[src/rtl/gpio_mtx_pkg.sv]
package gpio_mtx_pkg;

    localparam int          SRC_W        = 6;
    localparam logic [5:0]  SRC_CONST_HI = 6'h38;
    localparam logic [5:0]  SRC_CONST_LO = 6'h39;

    typedef struct packed {
        logic [SRC_W-1:0] osel;
        logic             oinv;
        logic             omtx;
        logic             pd;
        logic             pu;
        logic             oe;
        logic             ie;
    } pad_cfg_t;

    typedef struct packed {
        logic             filt;
        logic             sync;
        logic             inv;
        logic             direct;
        logic [SRC_W-1:0] src;
    } in_cfg_t;

    typedef enum logic [0:0] {
        FLT_HOLD = 1'b0,
        FLT_QUAL = 1'b1
    } flt_state_e;

    localparam in_cfg_t IN_CFG_RST = '{filt: 1'b0, sync: 1'b0, inv: 1'b0,
                                       direct: 1'b0, src: SRC_CONST_LO};

endpackage

[src/rtl/gpio_mtx_cfg.sv]
module gpio_mtx_cfg
    import gpio_mtx_pkg::*;
#(
    parameter int NP = 8,
    parameter int NI = 4
) (
    input  logic        clk,
    input  logic        rst_n,
    input  logic        we,
    input  logic [7:0]  addr,
    input  logic [15:0] wdata,
    output pad_cfg_t    pad_cfg [NP],
    output in_cfg_t     in_cfg  [NI]
);

    logic pad_region;
    logic in_region;
    logic unused_bits;

    assign pad_region  = we && !addr[7] && !addr[6];
    assign in_region   = we &&  addr[7] && !addr[6];
    assign unused_bits = ^{wdata[15:14], wdata[7:6]};

    for (genvar p = 0; p < NP; p++) begin : g_pad
        always_ff @(posedge clk or negedge rst_n) begin
            if (!rst_n) begin
                pad_cfg[p] <= '0;
            end else if (pad_region && addr[5:0] == 6'(p)) begin
                pad_cfg[p] <= pad_cfg_t'({wdata[13:8], wdata[5:0]});
            end
        end
    end

    for (genvar i = 0; i < NI; i++) begin : g_in
        always_ff @(posedge clk or negedge rst_n) begin
            if (!rst_n) begin
                in_cfg[i] <= IN_CFG_RST;
            end else if (in_region && addr[5:0] == 6'(i)) begin
                in_cfg[i] <= in_cfg_t'(wdata[9:0]);
            end
        end
    end

endmodule

[src/rtl/gpio_mtx_glitch_flt.sv]
module gpio_mtx_glitch_flt
    import gpio_mtx_pkg::*;
#(
    parameter int FLT_LEN = 3
) (
    input  logic clk,
    input  logic rst_n,
    input  logic d,
    output logic q
);

    localparam int CNT_W = $clog2(FLT_LEN + 1);

    flt_state_e       state_q, state_d;
    logic [CNT_W-1:0] cnt_q, cnt_d;
    logic             lvl_q, lvl_d;

    always_ff @(posedge clk or negedge rst_n) begin
        if (!rst_n) begin
            state_q <= FLT_HOLD;
            cnt_q   <= '0;
            lvl_q   <= 1'b0;
        end else begin
            state_q <= state_d;
            cnt_q   <= cnt_d;
            lvl_q   <= lvl_d;
        end
    end

    always_comb begin
        state_d = state_q;
        cnt_d   = cnt_q;
        lvl_d   = lvl_q;
        unique case (state_q)
            FLT_HOLD: begin
                if (d != lvl_q) begin
                    if (FLT_LEN <= 1) begin
                        lvl_d = d;
                    end else begin
                        state_d = FLT_QUAL;
                        cnt_d   = CNT_W'(1);
                    end
                end
            end
            FLT_QUAL: begin
                if (d == lvl_q) begin
                    state_d = FLT_HOLD;
                    cnt_d   = '0;
                end else if (cnt_q == CNT_W'(FLT_LEN - 1)) begin
                    state_d = FLT_HOLD;
                    cnt_d   = '0;
                    lvl_d   = d;
                end else begin
                    cnt_d = cnt_q + CNT_W'(1);
                end
            end
            default: begin
                state_d = FLT_HOLD;
                cnt_d   = '0;
            end
        endcase
    end

    assign q = lvl_q;

endmodule

[src/rtl/gpio_mtx_in_route.sv]
module gpio_mtx_in_route
    import gpio_mtx_pkg::*;
#(
    parameter int NP      = 8,
    parameter int FLT_LEN = 3
) (
    input  logic          clk,
    input  logic          rst_n,
    input  in_cfg_t       cfg,
    input  logic [NP-1:0] pad_rd,
    input  logic          direct_bit,
    output logic          per_in
);

    logic mtx_raw;
    logic sync_a, sync_b;
    logic sync_out;
    logic flt_q;
    logic flt_out;

    always_comb begin
        mtx_raw = 1'b0;
        if (cfg.src == SRC_CONST_HI) begin
            mtx_raw = 1'b1;
        end else begin
            for (int k = 0; k < NP; k++) begin
                if (cfg.src == SRC_W'(k)) mtx_raw = pad_rd[k];
            end
        end
    end

    always_ff @(posedge clk or negedge rst_n) begin
        if (!rst_n) begin
            sync_a <= 1'b0;
            sync_b <= 1'b0;
        end else begin
            sync_a <= mtx_raw;
            sync_b <= sync_a;
        end
    end

    assign sync_out = cfg.sync ? sync_b : mtx_raw;

    gpio_mtx_glitch_flt #(.FLT_LEN(FLT_LEN)) u_flt (
        .clk   (clk),
        .rst_n (rst_n),
        .d     (sync_out),
        .q     (flt_q)
    );

    assign flt_out = cfg.filt ? flt_q : sync_out;
    assign per_in  = cfg.direct ? direct_bit : (flt_out ^ cfg.inv);

endmodule

[src/rtl/gpio_mtx_out_route.sv]
module gpio_mtx_out_route
    import gpio_mtx_pkg::*;
#(
    parameter int NO = 4
) (
    input  pad_cfg_t      cfg,
    input  logic [NO-1:0] per_out,
    input  logic          direct_bit,
    output logic          pad_out
);

    logic mtx_sel;

    always_comb begin
        mtx_sel = 1'b0;
        for (int k = 0; k < NO; k++) begin
            if (cfg.osel == SRC_W'(k)) mtx_sel = per_out[k];
        end
    end

    assign pad_out = cfg.oe & (cfg.omtx ? (mtx_sel ^ cfg.oinv) : direct_bit);

endmodule

[src/rtl/gpio_route_matrix.sv]
module gpio_route_matrix
    import gpio_mtx_pkg::*;
#(
    parameter int NUM_PADS = 8,
    parameter int NUM_IN   = 4,
    parameter int NUM_OUT  = 4,
    parameter int FLT_LEN  = 3
) (
    input  logic                clk,
    input  logic                rst_n,
    input  logic                cfg_we,
    input  logic [7:0]          cfg_addr,
    input  logic [15:0]         cfg_wdata,
    input  logic [NUM_PADS-1:0] pad_in,
    output logic [NUM_PADS-1:0] pad_out,
    output logic [NUM_PADS-1:0] pad_oe,
    output logic [NUM_PADS-1:0] pad_pu,
    output logic [NUM_PADS-1:0] pad_pd,
    input  logic [NUM_OUT-1:0]  per_out,
    output logic [NUM_IN-1:0]   per_in
);

    pad_cfg_t            pad_cfg [NUM_PADS];
    in_cfg_t             in_cfg  [NUM_IN];
    logic [NUM_PADS-1:0] pad_rd;

    gpio_mtx_cfg #(.NP(NUM_PADS), .NI(NUM_IN)) u_cfg (
        .clk     (clk),
        .rst_n   (rst_n),
        .we      (cfg_we),
        .addr    (cfg_addr),
        .wdata   (cfg_wdata),
        .pad_cfg (pad_cfg),
        .in_cfg  (in_cfg)
    );

    for (genvar p = 0; p < NUM_PADS; p++) begin : g_pad
        assign pad_rd[p] = pad_in[p] & pad_cfg[p].ie;
        assign pad_oe[p] = pad_cfg[p].oe;
        assign pad_pu[p] = pad_cfg[p].pu;
        assign pad_pd[p] = pad_cfg[p].pd;

        gpio_mtx_out_route #(.NO(NUM_OUT)) u_out (
            .cfg        (pad_cfg[p]),
            .per_out    (per_out),
            .direct_bit (per_out[p % NUM_OUT]),
            .pad_out    (pad_out[p])
        );
    end

    for (genvar i = 0; i < NUM_IN; i++) begin : g_in
        gpio_mtx_in_route #(.NP(NUM_PADS), .FLT_LEN(FLT_LEN)) u_in (
            .clk        (clk),
            .rst_n      (rst_n),
            .cfg        (in_cfg[i]),
            .pad_rd     (pad_rd),
            .direct_bit (pad_rd[i % NUM_PADS]),
            .per_in     (per_in[i])
        );
    end

endmodule

[config.mk]
export PLATFORM = sky130hd
export DESIGN_NAME = gpio_route_matrix
export DESIGN_NICKNAME = d
export VERILOG_FILES = /design/src/rtl/gpio_mtx_pkg.sv /design/src/rtl/gpio_mtx_cfg.sv /design/src/rtl/gpio_mtx_glitch_flt.sv /design/src/rtl/gpio_mtx_in_route.sv /design/src/rtl/gpio_mtx_out_route.sv /design/src/rtl/gpio_route_matrix.sv
export SDC_FILE = /design/constraint.sdc
export NUM_CORES = 1
export LEC_CHECK = 0
export BUFFER_PORTS_ARGS = -buffer_cell sky130_fd_sc_hd__buf_2
export CAP_MARGIN = 0
export CELL_PAD_IN_SITES_DETAIL_PLACEMENT = 0
export CELL_PAD_IN_SITES_GLOBAL_PLACEMENT = 1
export CORE_MARGIN = 1
export CORE_UTILIZATION = 25
export CTS_BUF_LIST = sky130_fd_sc_hd__clkbuf_16
export DETAILED_ROUTE_END_ITERATION = 12
export HOLD_SLACK_MARGIN = 0.15
export PLACE_DENSITY = 0.53
export SLEW_MARGIN = 20
export SYNTH_ARGS = -nofsm -noshare
export SYNTH_HDL_FRONTEND = slang
export SYNTH_SLANG_ARGS = --single-unit
[constraint.sdc]
create_clock -name clk -period 5.7 [get_ports clk]
set_input_delay 0.57 -clock clk [delete_from_list [all_inputs] [get_ports clk]]
set_output_delay 0.57 -clock clk [all_outputs]
set_load 0.05 [all_outputs]
==> results.sh, run 1 <==
export IMPL_syn_to_final_growth_pct=13.7
export IMPL_io_pins=75
export IMPL_end_kind="output port"
export IMPL_worst_pin_slew_ns=1.01
export IMPL_dpl_cell_area_um2=8200
export IMPL_drive_gt1_share_pct=44.0
export IMPL_antenna_found_initial=3
export IMPL_critical_path_cell_chain="nor4b_1, o21ai_0, a22oi_1, or4_1, a211oi_1, a311oi_1, buf_2"
export IMPL_slew_headroom_pct=32.4
export IMPL_synth_area_um2=7700
export IMPL_gr_usage_all_layers_pct=12.5
export IMPL_ys_flop_type="dfrtp_1"
export IMPL_drt_wl_total_um=18600
export IMPL_tritoncts="done"
export IMPL_hold_violations=0
export IMPL_yosysUniqueCellTypes=60
export IMPL_postCtsSetupRepairBufs=0
export IMPL_syn_num_nets=644
export IMPL_power_density_nw_per_um2=305
export IMPL_worstSetupPathType="flop to output port"
export IMPL_setup_tns_ns=0
export IMPL_clock_latency_ns=0.42
export IMPL_cts_buffers=17
export IMPL_period_minus_slack_ns=3.30
export IMPL_ys_warnings_count=0
export IMPL_cts_sinks=160
export IMPL_synth_top_area_share_pct=46.8
export IMPL_grt_pass1_vias=5224
export IMPL_ctsHoldBuffers=0
export IMPL_clock_path_buffers=2
export IMPL_dp_hpwl_um=13000
export IMPL_yosysSeqAreaShare_pct=52.2
export IMPL_cpPeakStageDelay_ns=0.55
export IMPL_via_per_inst=4.72
export IMPL_setup_viol=0
export IMPL_chipWidth_um=178
export IMPL_grt_first_pass_wirelength_um=29200
export IMPL_max_freq_ghz=0.303
export IMPL_synth_edf_count=0
export IMPL_layout_commonest_cell="dfrtp_1"
export IMPL_path_max_fanout=4
export IMPL_rsz0062_at_grt="no"
export IMPL_coreArea_um2=30000
export IMPL_fin_nets=678
export IMPL_crit_arrival_ns=2.73
export IMPL_stdcell_area_um2=8760
export IMPL_vias=4927
export IMPL_clk_pin_slew_worst_paths_ns=0.07
export IMPL_grt_overflow_total=0
export IMPL_ys_ff_latch=160
export IMPL_start_util_pct=25.7
export IMPL_async_flop_share_pct=100
export IMPL_ctsResizeCount=0
export IMPL_grt_max_degree=104
export IMPL_synthCells=605
export IMPL_dp_cells=1010
export IMPL_fp_row_count=63
export IMPL_worst_setup_path_start_kind="flop"
export IMPL_finalMaxSlewViolations=0
export IMPL_synth_area_leaders="dfrtp_1 47%, mux2_2 20%, dfstp_2 5.5%, buf_4 3.8%, mux4_2 2.9%"
export IMPL_final_cell_count_no_fill=1044
export IMPL_fin_crit_sh_pct=57.8
export IMPL_root_buffer="clkbuf_16"
export IMPL_drt_iter0_markers=182
export IMPL_final_cell_mix="144 x dfrtp_1, 139 x mux2_2, 71 x buf_2, 38 x nand2_1, 17 x clkbuf_16"
export IMPL_cp_required_ns=5.13
export IMPL_yosys_area_top_type="dfrtp_1"
export IMPL_p_leak_nw=4.21
export IMPL_r2r_cells=6
export IMPL_status="complete, no violations"
export IMPL_drv_cap=0
export IMPL_worstHoldPathType="input pin to asynchronous set/reset pin"
export IMPL_io_buffers=72
export IMPL_ant_nets=0
export IMPL_cts_max_level=4
export IMPL_routabilityCongestion=0.783
export IMPL_firstDrtPassIters=4
export IMPL_crit_slowest_cell="dfstp_2"
export IMPL_die_area_um2=31500
export IMPL_die_height_um=178
export IMPL_ir_worst_vdd_mv=0.205
export IMPL_wl_per_cell_um=17.8
export IMPL_postSynthAreaPerCell_um2=12.7
export IMPL_drc=0
export IMPL_skew_ns=0.0108
[per-stage QoR]
| stage | worst slack (ns) | utilization, % | hold WS, ns | total power, mW |
|---|---|---|---|---|
| floorplan | 3.17 | - | 0.274 | 1.50 |
| global placement | 2.74 | 27.4 | 0.332 | 1.59 |
| detailed placement | 2.77 | 27.4 | 0.336 | 1.60 |
| CTS | 2.42 | 29.2 | 0.299 | 2.72 |
| global route | 2.20 | 29.2 | 0.318 | 2.80 |
| finish | 2.40 | 29.2 | 0.241 | 2.68 |
[final timing paths]
| path | startpoint | to | slack [ns] |
|---|---|---|---|
| max | u_cfg.in_cfg[20]$_DFFE_PN1P_ | per_in[1] | 2.40 |
| min | rst_n | u_cfg.pad_cfg[3]$_DFFE_PN0P_ | 0.24 |
| max reg2reg | u_cfg.in_cfg[20]$_DFFE_PN1P_ | g_in[1].u_in.u_flt.cnt_q[1]$_DFFE_PN0P_ | 3.49 |
| min reg2reg | g_in[1].u_in.sync_a$_DFF_PN0_ | g_in[1].u_in.sync_b$_DFF_PN0_ | 0.35 |
| max in group asynchronous | rst_n | g_in[2].u_in.u_flt.cnt_q[0]$_DFFE_PN0P_ | 4.12 |
| min in group clk | g_in[1].u_in.sync_a$_DFF_PN0_ | g_in[1].u_in.sync_b$_DFF_PN0_ | 0.35 |
[per-layer routing]
layer | vias to the layer above | wire (um) | track usage (%)
li1 | 2225 | - | -
met1 | 2562 | 8270 | 15.3
met2 | 106 | 9170 | 21.1
met3 | 30 | 753 | 3.45
met4 | 4 | 331 | 4.10
met5 | - | 23 | 0
[sequential cells by signal, indices dropped and copies added, names as in the netlist]
| register | flops |
|---|---|
| g_in.u_in.u_flt.cnt_q | 8 |
| g_in.u_in.sync_a | 4 |
| u_cfg.in_cfg | 40 |
| g_in.u_in.sync_b | 4 |
| u_cfg.pad_cfg | 96 |
| g_in.u_in.u_flt.q | 4 |
| g_in.u_in.u_flt.state_q | 4 |
[where the power goes]
part	total (mW)	leakage [nW]	internal, mW	switching [mW]
Combinational	0.305	1.79	0.119	0.186
Clock	1.10	0.280	0.607	0.492
Sequential	1.27	2.14	1.21	0.0585
Total	2.68	4.21	1.94	0.737
[area by class of cell]
| cell class | instances | area [um2] |
|---|---|---|
| multi-input cells | 380 | 3280 |
| well taps | 390 | 488 |
| repair buffers | 73 | 374 |
| clock inverters | 15 | 135 |
| flip-flops and latches | 160 | 4020 |
| inverters | 7 | 26.3 |
| clock buffers | 17 | 425 |
| fillers | 3069 | 21200 |
| diodes | 2 | 5.00 |
[kinds of logic (layout without fill, tap and decap cells)]
kind of cell	Yosys count	after routing	synth area share, %
AND/OR/NAND/NOR	155	155	11.6
XOR/XNOR	13	13	1.48
flip-flops	160	160	52.2
multiplexers	154	154	23.9
AO/OA/AOI/OAI	58	58	5.62
other	0	2	0
buffers and inverters	65	112	5.20
[worst max-delay path: cells and delay by family, from the launching register on]
| family | cells | cell delay, ns |
|---|---|---|
| AOI/OAI and AO/OA | 4 | 0.86 |
| and+or+nand+nor | 2 | 0.58 |
| DFF | 1 | 0.55 |
| buffers and inverters | 1 | 0.31 |
[cells in the mapped netlist (3+ instances only)]
cell type  instances
nand4b_1           6
xor2_1            10
a31oi_1            5
o21ai_0           12
clkbuf_1          11
o211a_1            8
mux2i_1            5
nor2_1            15
buf_2              7
or3_1              5
a211oi_1           3
xnor2_1            3
and3b_1            3
mux4_2            10
nand3_1           11
a21oi_1            8
buf_4             39
nand4_1            6
nand3b_1           9
dfstp_2           16
mux2_2           139
o21a_1             5
nor3_1            11
nor3_2             3
nor4_1             8
inv_1              7
nand2b_1           8
nor2b_1            6
nand2_1           38
dfrtp_1          144
and2_1             6
Note: power is estimated with default switching activity, not from simulation.
==> inputs of run 2 (changes only) <==
ABC_AREA = 1   (was not set)
PLACE_DENSITY = 0.58   (was 0.53)
clock period = 2.72 ns   (was 5.7 ns; I/O delays follow)
==> run 2 against run 1 <==
  * Clock-buffer cell count unchanged
  * Synthesized cell count increased by 49%
  * Utilization shrank 0.33 points
  * Non-clock buffer count rose by 7
  * Cell area is 2.2% lower
  * Sequential share of layout area is 1.0 points higher
  * Critical path type unchanged
  * Critical endpoint unchanged
  * Largest power group unchanged
==> results.sh, run 2 <==
export IMPL_chipWidth_um=175
export IMPL_grt_overflow_total=0
export IMPL_grt_first_pass_wirelength_um=31700
export IMPL_setup_worst_path_start="u_cfg.pad_cfg[60]$_DFFE_PN0P_"
export IMPL_drive_gt1_share_pct=17.1
export IMPL_period_minus_slack_ns=2.49
export IMPL_vias=5804
export IMPL_top_register="u_cfg.pad_cfg"
export IMPL_max_freq_ghz=0.402
export IMPL_fp_row_count=63
export IMPL_grt_max_degree=55
export IMPL_yosysSeqAreaShare_pct=53.6
export IMPL_ys_warnings_count=0
export IMPL_synth_edf_count=0
export IMPL_dp_slack_ns=0.693
export IMPL_synthCells=901
export IMPL_status="complete, no violations"
export IMPL_largest_reg_flops=96
export IMPL_path_max_fanout=4
export IMPL_cp_required_ns=2.45
export IMPL_die_area_um2=30700
export IMPL_cts_max_level=4
export IMPL_syn_num_nets=940
export IMPL_hp_start="cfg_wdata[6]"
export IMPL_die_height_um=175
export IMPL_start_util_pct=25.3
export IMPL_ant_nets=0
export IMPL_cts_buffers=17
export IMPL_setup_tns_ns=0
export IMPL_drt_wl_total_um=19800
export IMPL_cts_sinks=160
export IMPL_ctsHoldBuffers=1
export IMPL_ys_ff_latch=160
export IMPL_r2r_start="u_cfg.pad_cfg[60]$_DFFE_PN0P_"
export IMPL_worst_pin_slew_ns=0.730
export IMPL_synth_top_cells_by_count="268 x nand2_1, 144 x dfrtp_1, 123 x o21ai_0"
export IMPL_timing_hold_ws_ns=0.192
export IMPL_synth_area_leaders="dfrtp_1 48%, nand2_1 13%, o21ai_0 8.2%, dfstp_2 5.6%, inv_1 3.8%"
export IMPL_syn_to_final_growth_pct=14.1
export IMPL_layout_commonest_cell="nand2_1"
export IMPL_setup_slack_ns=0.234
export IMPL_ctsResizeCount=0
export IMPL_power_density_nw_per_um2=685
export IMPL_end_kind="output port"
export IMPL_rsz0062_at_grt="no"
export IMPL_async_flop_share_pct=100
export IMPL_drt_iter0_markers=355
export IMPL_worstSetupPathType="flop to output port"
export IMPL_skew_ns=0.0114
export IMPL_final_cell_mix="268 x nand2_1, 144 x dfrtp_1, 123 x o21ai_0, 76 x inv_1, 71 x buf_2"
export IMPL_routabilityCongestion=0.767
export IMPL_p_total_mw=5.87
export IMPL_synth_top_area_share_pct=48.0
export IMPL_ir_worst_vdd_mv=0.397
export IMPL_drv_cap=0
export IMPL_yosysMostFrequentCell="nand2_1"
export IMPL_grt_pass1_vias=5514
export IMPL_clock_latency_ns=0.43
export IMPL_dp_hpwl_um=13300
export IMPL_firstDrtPassIters=5
export IMPL_crit_slowest_cell="dfrtp_1"
export IMPL_worstHoldPathType="input pin to flop"
export IMPL_clk_pin_slew_worst_paths_ns=0.07
export IMPL_crit_top_cell="nand2_1"
export IMPL_cpPeakStageDelay_ns=0.44
export IMPL_crit_arrival_ns=2.21
export IMPL_critical_path_cell_chain="nand2_1, nand3_1, nand2_1, inv_1, nand2_1, nand2_1, nand3_2, nand3b_2, nand3_1, nand2_1, nand2_1, nand3_1, nand2_1, buf_2"
export IMPL_antenna_found_initial=2
export IMPL_tritoncts="done"
export IMPL_root_buffer="clkbuf_16"
export IMPL_coreArea_um2=29600
export IMPL_via_per_inst=4.36
export IMPL_worst_setup_path_start_kind="flop"
export IMPL_yosys_area_top_type="dfrtp_1"
export IMPL_finalMaxSlewViolations=0
export IMPL_wl_per_cell_um=14.8
export IMPL_postSynthAreaPerCell_um2=8.34
export IMPL_fin_nets=966
export IMPL_reg_top3="u_cfg.pad_cfg: 96 flops, u_cfg.in_cfg: 40 flops, g_in.u_in.u_flt.cnt_q: 8 flops"
export IMPL_p_leak_nw=4.05
export IMPL_setup_viol=0
export IMPL_yosysUniqueCellTypes=32
export IMPL_synth_area_um2=7510
export IMPL_io_buffers=72
export IMPL_io_pins=75
export IMPL_clock_path_buffers=2
export IMPL_hold_violations=0
export IMPL_ys_flop_type="dfrtp_1"
export IMPL_postCtsSetupRepairBufs=0
export IMPL_drc=0
export IMPL_fin_crit_sh_pct=91.4
export IMPL_slew_headroom_pct=51.2
export IMPL_gr_usage_all_layers_pct=13.6
## run 2: critical path, delay by kind of cell (launching register included)
family	cells	cell delay [ns]
simple gates	12	1.04
flops	1	0.44
buf+inv	2	0.29
## run 2: worst paths after layout
kind                                                           end  slack, ns  cells past startpoint
max                                                      per_in[1]       0.23                     14
min                                   u_cfg.in_cfg[36]$_DFFE_PN0P_       0.19                      3
max reg2reg                g_in[1].u_in.u_flt.cnt_q[0]$_DFFE_PN0P_       1.08                     12
min reg2reg                          g_in[1].u_in.sync_b$_DFF_PN0_       0.35                      0
max in group asynchronous             u_cfg.in_cfg[35]$_DFFE_PN1P_       1.52                      3
min in group asynchronous  g_in[0].u_in.u_flt.cnt_q[1]$_DFFE_PN0P_       0.37                      2
## run 2: cells by family (layout without fill, tap and decap cells)
group / after synthesis / after routing / share of synthesized area, %
AO/OA/AOI/OAI: 192 / 192 / 13.7
buffers and inverters: 154 / 193 / 9.81
other: 0 / 1 / 0
AND/OR/NAND/NOR: 395 / 395 / 23.0
flip-flops: 160 / 160 / 53.6
## run 2: layer usage
| layer | vias up | track usage [%] | part of all wire [%] |
|---|---|---|---|
| li1 | 2957 | - | - |
| met1 | 2742 | 18.9 | 51 |
| met2 | 89 | 21.0 | 45 |
| met3 | 14 | 3.48 | 3.5 |
| met4 | 2 | 3.04 | 0.79 |
| met5 | - | 0 | 0.066 |
## run 2: final cells by class
cell class | count | area (um2)
multi-input combinational | 587 | 2750
inverter | 81 | 304
sequential | 160 | 4020
clock buffer | 17 | 425
tap | 390 | 488
fill | 3252 | 21100
antenna | 1 | 2.50
timing repair buffer | 80 | 442
clock inverter | 15 | 134
## run 2: where the power goes
group	switching [mW]	internal (mW)	total, mW
logic	0.533	0.258	0.791
registers	0.154	2.58	2.74
clock network	1.07	1.27	2.35
total	1.76	4.11	5.87
## run 2: stage by stage
stage,std cells,instance area [um2],utilization [%]
after floorplan,901,7510,-
after global placement,1297,8000,27.0
after detailed placement,1297,8000,27.0
after CTS,1330,8570,28.9
after global routing,1330,8570,28.9
final,1331,8570,28.9
==> inputs of run 3 (changes only) <==
ABC_AREA = 0   (was 1)
PLACE_DENSITY = 0.54   (was 0.58)
==> run 3 against run 2 <==
  * Combinational power is 14% lower
  * Largest power group unchanged
  * Global-route usage is 0.81 points lower
  * Highest routed layer is now met4
  * Critical path type unchanged
  * Routed wire length is 3.0% lower
  * Clock skew is 0.0048 ns lower
  * Sequential share of layout area is 2.5 points lower
==> results.sh, run 3 (synthesis results as in run 1) <==
export IMPL_gr_usage_all_layers_pct=12.7
export IMPL_crit_arrival_ns=2.35
export IMPL_vias=5031
export IMPL_wl_per_cell_um=18.0
export IMPL_layout_commonest_cell="dfrtp_1"
export IMPL_io_pins=75
export IMPL_chipWidth_um=178
export IMPL_rsz0062_at_grt="yes"
export IMPL_cp_top_family="compound AO/OA/AOI/OAI gates"
export IMPL_grt_first_pass_wirelength_um=29800
export IMPL_via_per_inst=4.73
export IMPL_cts_buffers=17
export IMPL_worst_pin_slew_ns=0.671
export IMPL_drive_gt1_share_pct=47.9
export IMPL_ir_worst_vdd_mv=0.299
export IMPL_p_int_mw=4.27
export IMPL_root_buffer="clkbuf_16"
export IMPL_dp_hpwl_um=13300
export IMPL_critical_path_cell_chain="nor2_1, a41oi_2, a22oi_2, or4_4, a211oi_2, a311oi_2, buf_6"
export IMPL_hold_violations=0
export IMPL_clock_path_buffers=2
export IMPL_drc=0
export IMPL_ant_nets=0
export IMPL_grt_pass1_vias=5259
export IMPL_power_frac_comb_pct=11.7
export IMPL_firstDrtPassIters=4
export IMPL_seq_power_share_pct=45.8
export IMPL_status="complete, no violations"
export IMPL_drv_cap=0
export IMPL_grt_max_degree=62
export IMPL_clk_pin_slew_worst_paths_ns=0.06
export IMPL_syn_to_final_growth_pct=17.7
export IMPL_drt_wl_total_um=19200
export IMPL_final_util_pct=30.3
export IMPL_drt_iter0_markers=286
export IMPL_swShare_pct=26.6
export IMPL_cts_max_level=4
export IMPL_coreArea_um2=30000
export IMPL_grt_overflow_total=0
export IMPL_antenna_cells=0
export IMPL_reg_top3="u_cfg.pad_cfg: 96 flops, u_cfg.in_cfg: 40 flops, g_in.u_in.u_flt.cnt_q: 8 flops"
export IMPL_max_freq_ghz=0.381
export IMPL_start_util_pct=25.7
export IMPL_setup_viol=0
export IMPL_worstSetupPathType="flop to output port"
export IMPL_period_minus_slack_ns=2.63
export IMPL_die_area_um2=31500
export IMPL_final_cell_mix="141 x dfrtp_1, 139 x mux2_2, 68 x buf_2, 38 x nand2_1, 21 x buf_4"
export IMPL_io_buffers=72
export IMPL_clkPwrFrac_pct=42.5
export IMPL_worst_path_buf_inv=1
export IMPL_end_kind="output port"
export IMPL_power_density_nw_per_um2=643
export IMPL_p_leak_nw=4.33
export IMPL_routabilityCongestion=0.845
export IMPL_switchingPower_mw=1.55
export IMPL_cts_sinks=160
export IMPL_fin_crit_sh_pct=96.5
export IMPL_top_register="u_cfg.pad_cfg"
export IMPL_fin_nets=700
export IMPL_die_height_um=178
export IMPL_cpPeakStageDelay_ns=0.54
export IMPL_worst_setup_path_start_kind="flop"
export IMPL_timing_hold_ws_ns=0.204
export IMPL_path_max_fanout=4
export IMPL_slew_headroom_pct=55.2
export IMPL_crit_slowest_cell="dfstp_2"
export IMPL_tritoncts="done"
export IMPL_antenna_found_initial=0
export IMPL_cp_required_ns=2.45
export IMPL_skew_ns=0.00660
export IMPL_worstHoldPathType="input pin to flop"
export IMPL_fp_row_count=63
export IMPL_largest_reg_flops=96
export IMPL_finalMaxSlewViolations=0
export IMPL_clock_latency_ns=0.43
[run 3: layer usage]
layer  wire [um]  vias to the layer above  part of all wire, %  track usage, %
li1            -                     2277                    -               -
met1        8860                     2631                   46            16.6
met2        9350                      102                   49            21.3
met3         723                       21                  3.8            2.66
met4         234                        0                  1.2            3.53
met5           0                        -                    0               0
[run 3: final timing paths]
path	startpoint	end	slack (ns)	cells after the start
min in group asynchronous	rst_n	g_in[3].u_in.u_flt.state_q$_DFF_PN0_	0.41	2
setup reg to reg	u_cfg.pad_cfg[72]$_DFFE_PN0P_	g_in[2].u_in.u_flt.cnt_q[1]$_DFFE_PN0P_	0.71	7
setup / recovery	u_cfg.in_cfg[20]$_DFFE_PN1P_	per_in[1]	0.09	7
hold / removal	cfg_wdata[3]	u_cfg.in_cfg[33]$_DFFE_PN1P_	0.20	3
max in group asynchronous	rst_n	u_cfg.pad_cfg[5]$_DFFE_PN0P_	1.43	3
hold reg to reg	g_in[0].u_in.sync_a$_DFF_PN0_	g_in[0].u_in.sync_b$_DFF_PN0_	0.35	0
[run 3: final cells by class]
type	count	area (um2)
clock inverters	15	181
clock buffers	17	425
repair buffers	95	571
flip-flops and latches	160	4030
inverters	7	26.3
multi-input cells	380	3350
fillers	3064	20900
well taps	390	488
[run 3: timing repair]
| item | 4_1_cts | 5_1_grt |
|---|---|---|
| buffers inserted | 1 | 5 |
| cloned | 0 | 0 |
| pin swaps | 1 | 2 |
| endpoints found under the hold margin | 52 | 0 |
| endpoints found under the setup margin | 3 | 4 |
| gates resized for setup | 5 | 20 |
| hold buffers | 3 | 0 |
[run 3: metrics by stage]
| step | setup WS, ns | instances | TNS, ns | power (mW) | area (um2) |
|---|---|---|---|---|---|
| floorplan | 0.614 | 605 | 0 | 3.15 | 7700 |
| global placement | 0.201 | 1023 | 0 | 3.34 | 8310 |
| detailed placement | 0.268 | 1023 | 0 | 3.37 | 8310 |
| CTS | -0.0171 | 1059 | -0.0171 | 5.90 | 8970 |
| global route | -0.00668 | 1064 | -0.00668 | 6.11 | 9070 |
| finish | 0.0948 | 1064 | 0 | 5.83 | 9070 |
[run 3: tightest hold or removal path, stage by stage]
cell and delay, ns:
buf_2 0.19, nand2_1 0.08, o21ai_0 0.07
[run 3: power by group through the flow]
stage / clock [mW] / combinational (mW) / sequential (mW)
after floorplan: 0 / 0.483 / 2.67
after global placement: 0 / 0.645 / 2.69
after detailed placement: 0 / 0.664 / 2.71
after CTS: 2.56 / 0.679 / 2.67
after global routing: 2.67 / 0.750 / 2.69
final: 2.48 / 0.683 / 2.67
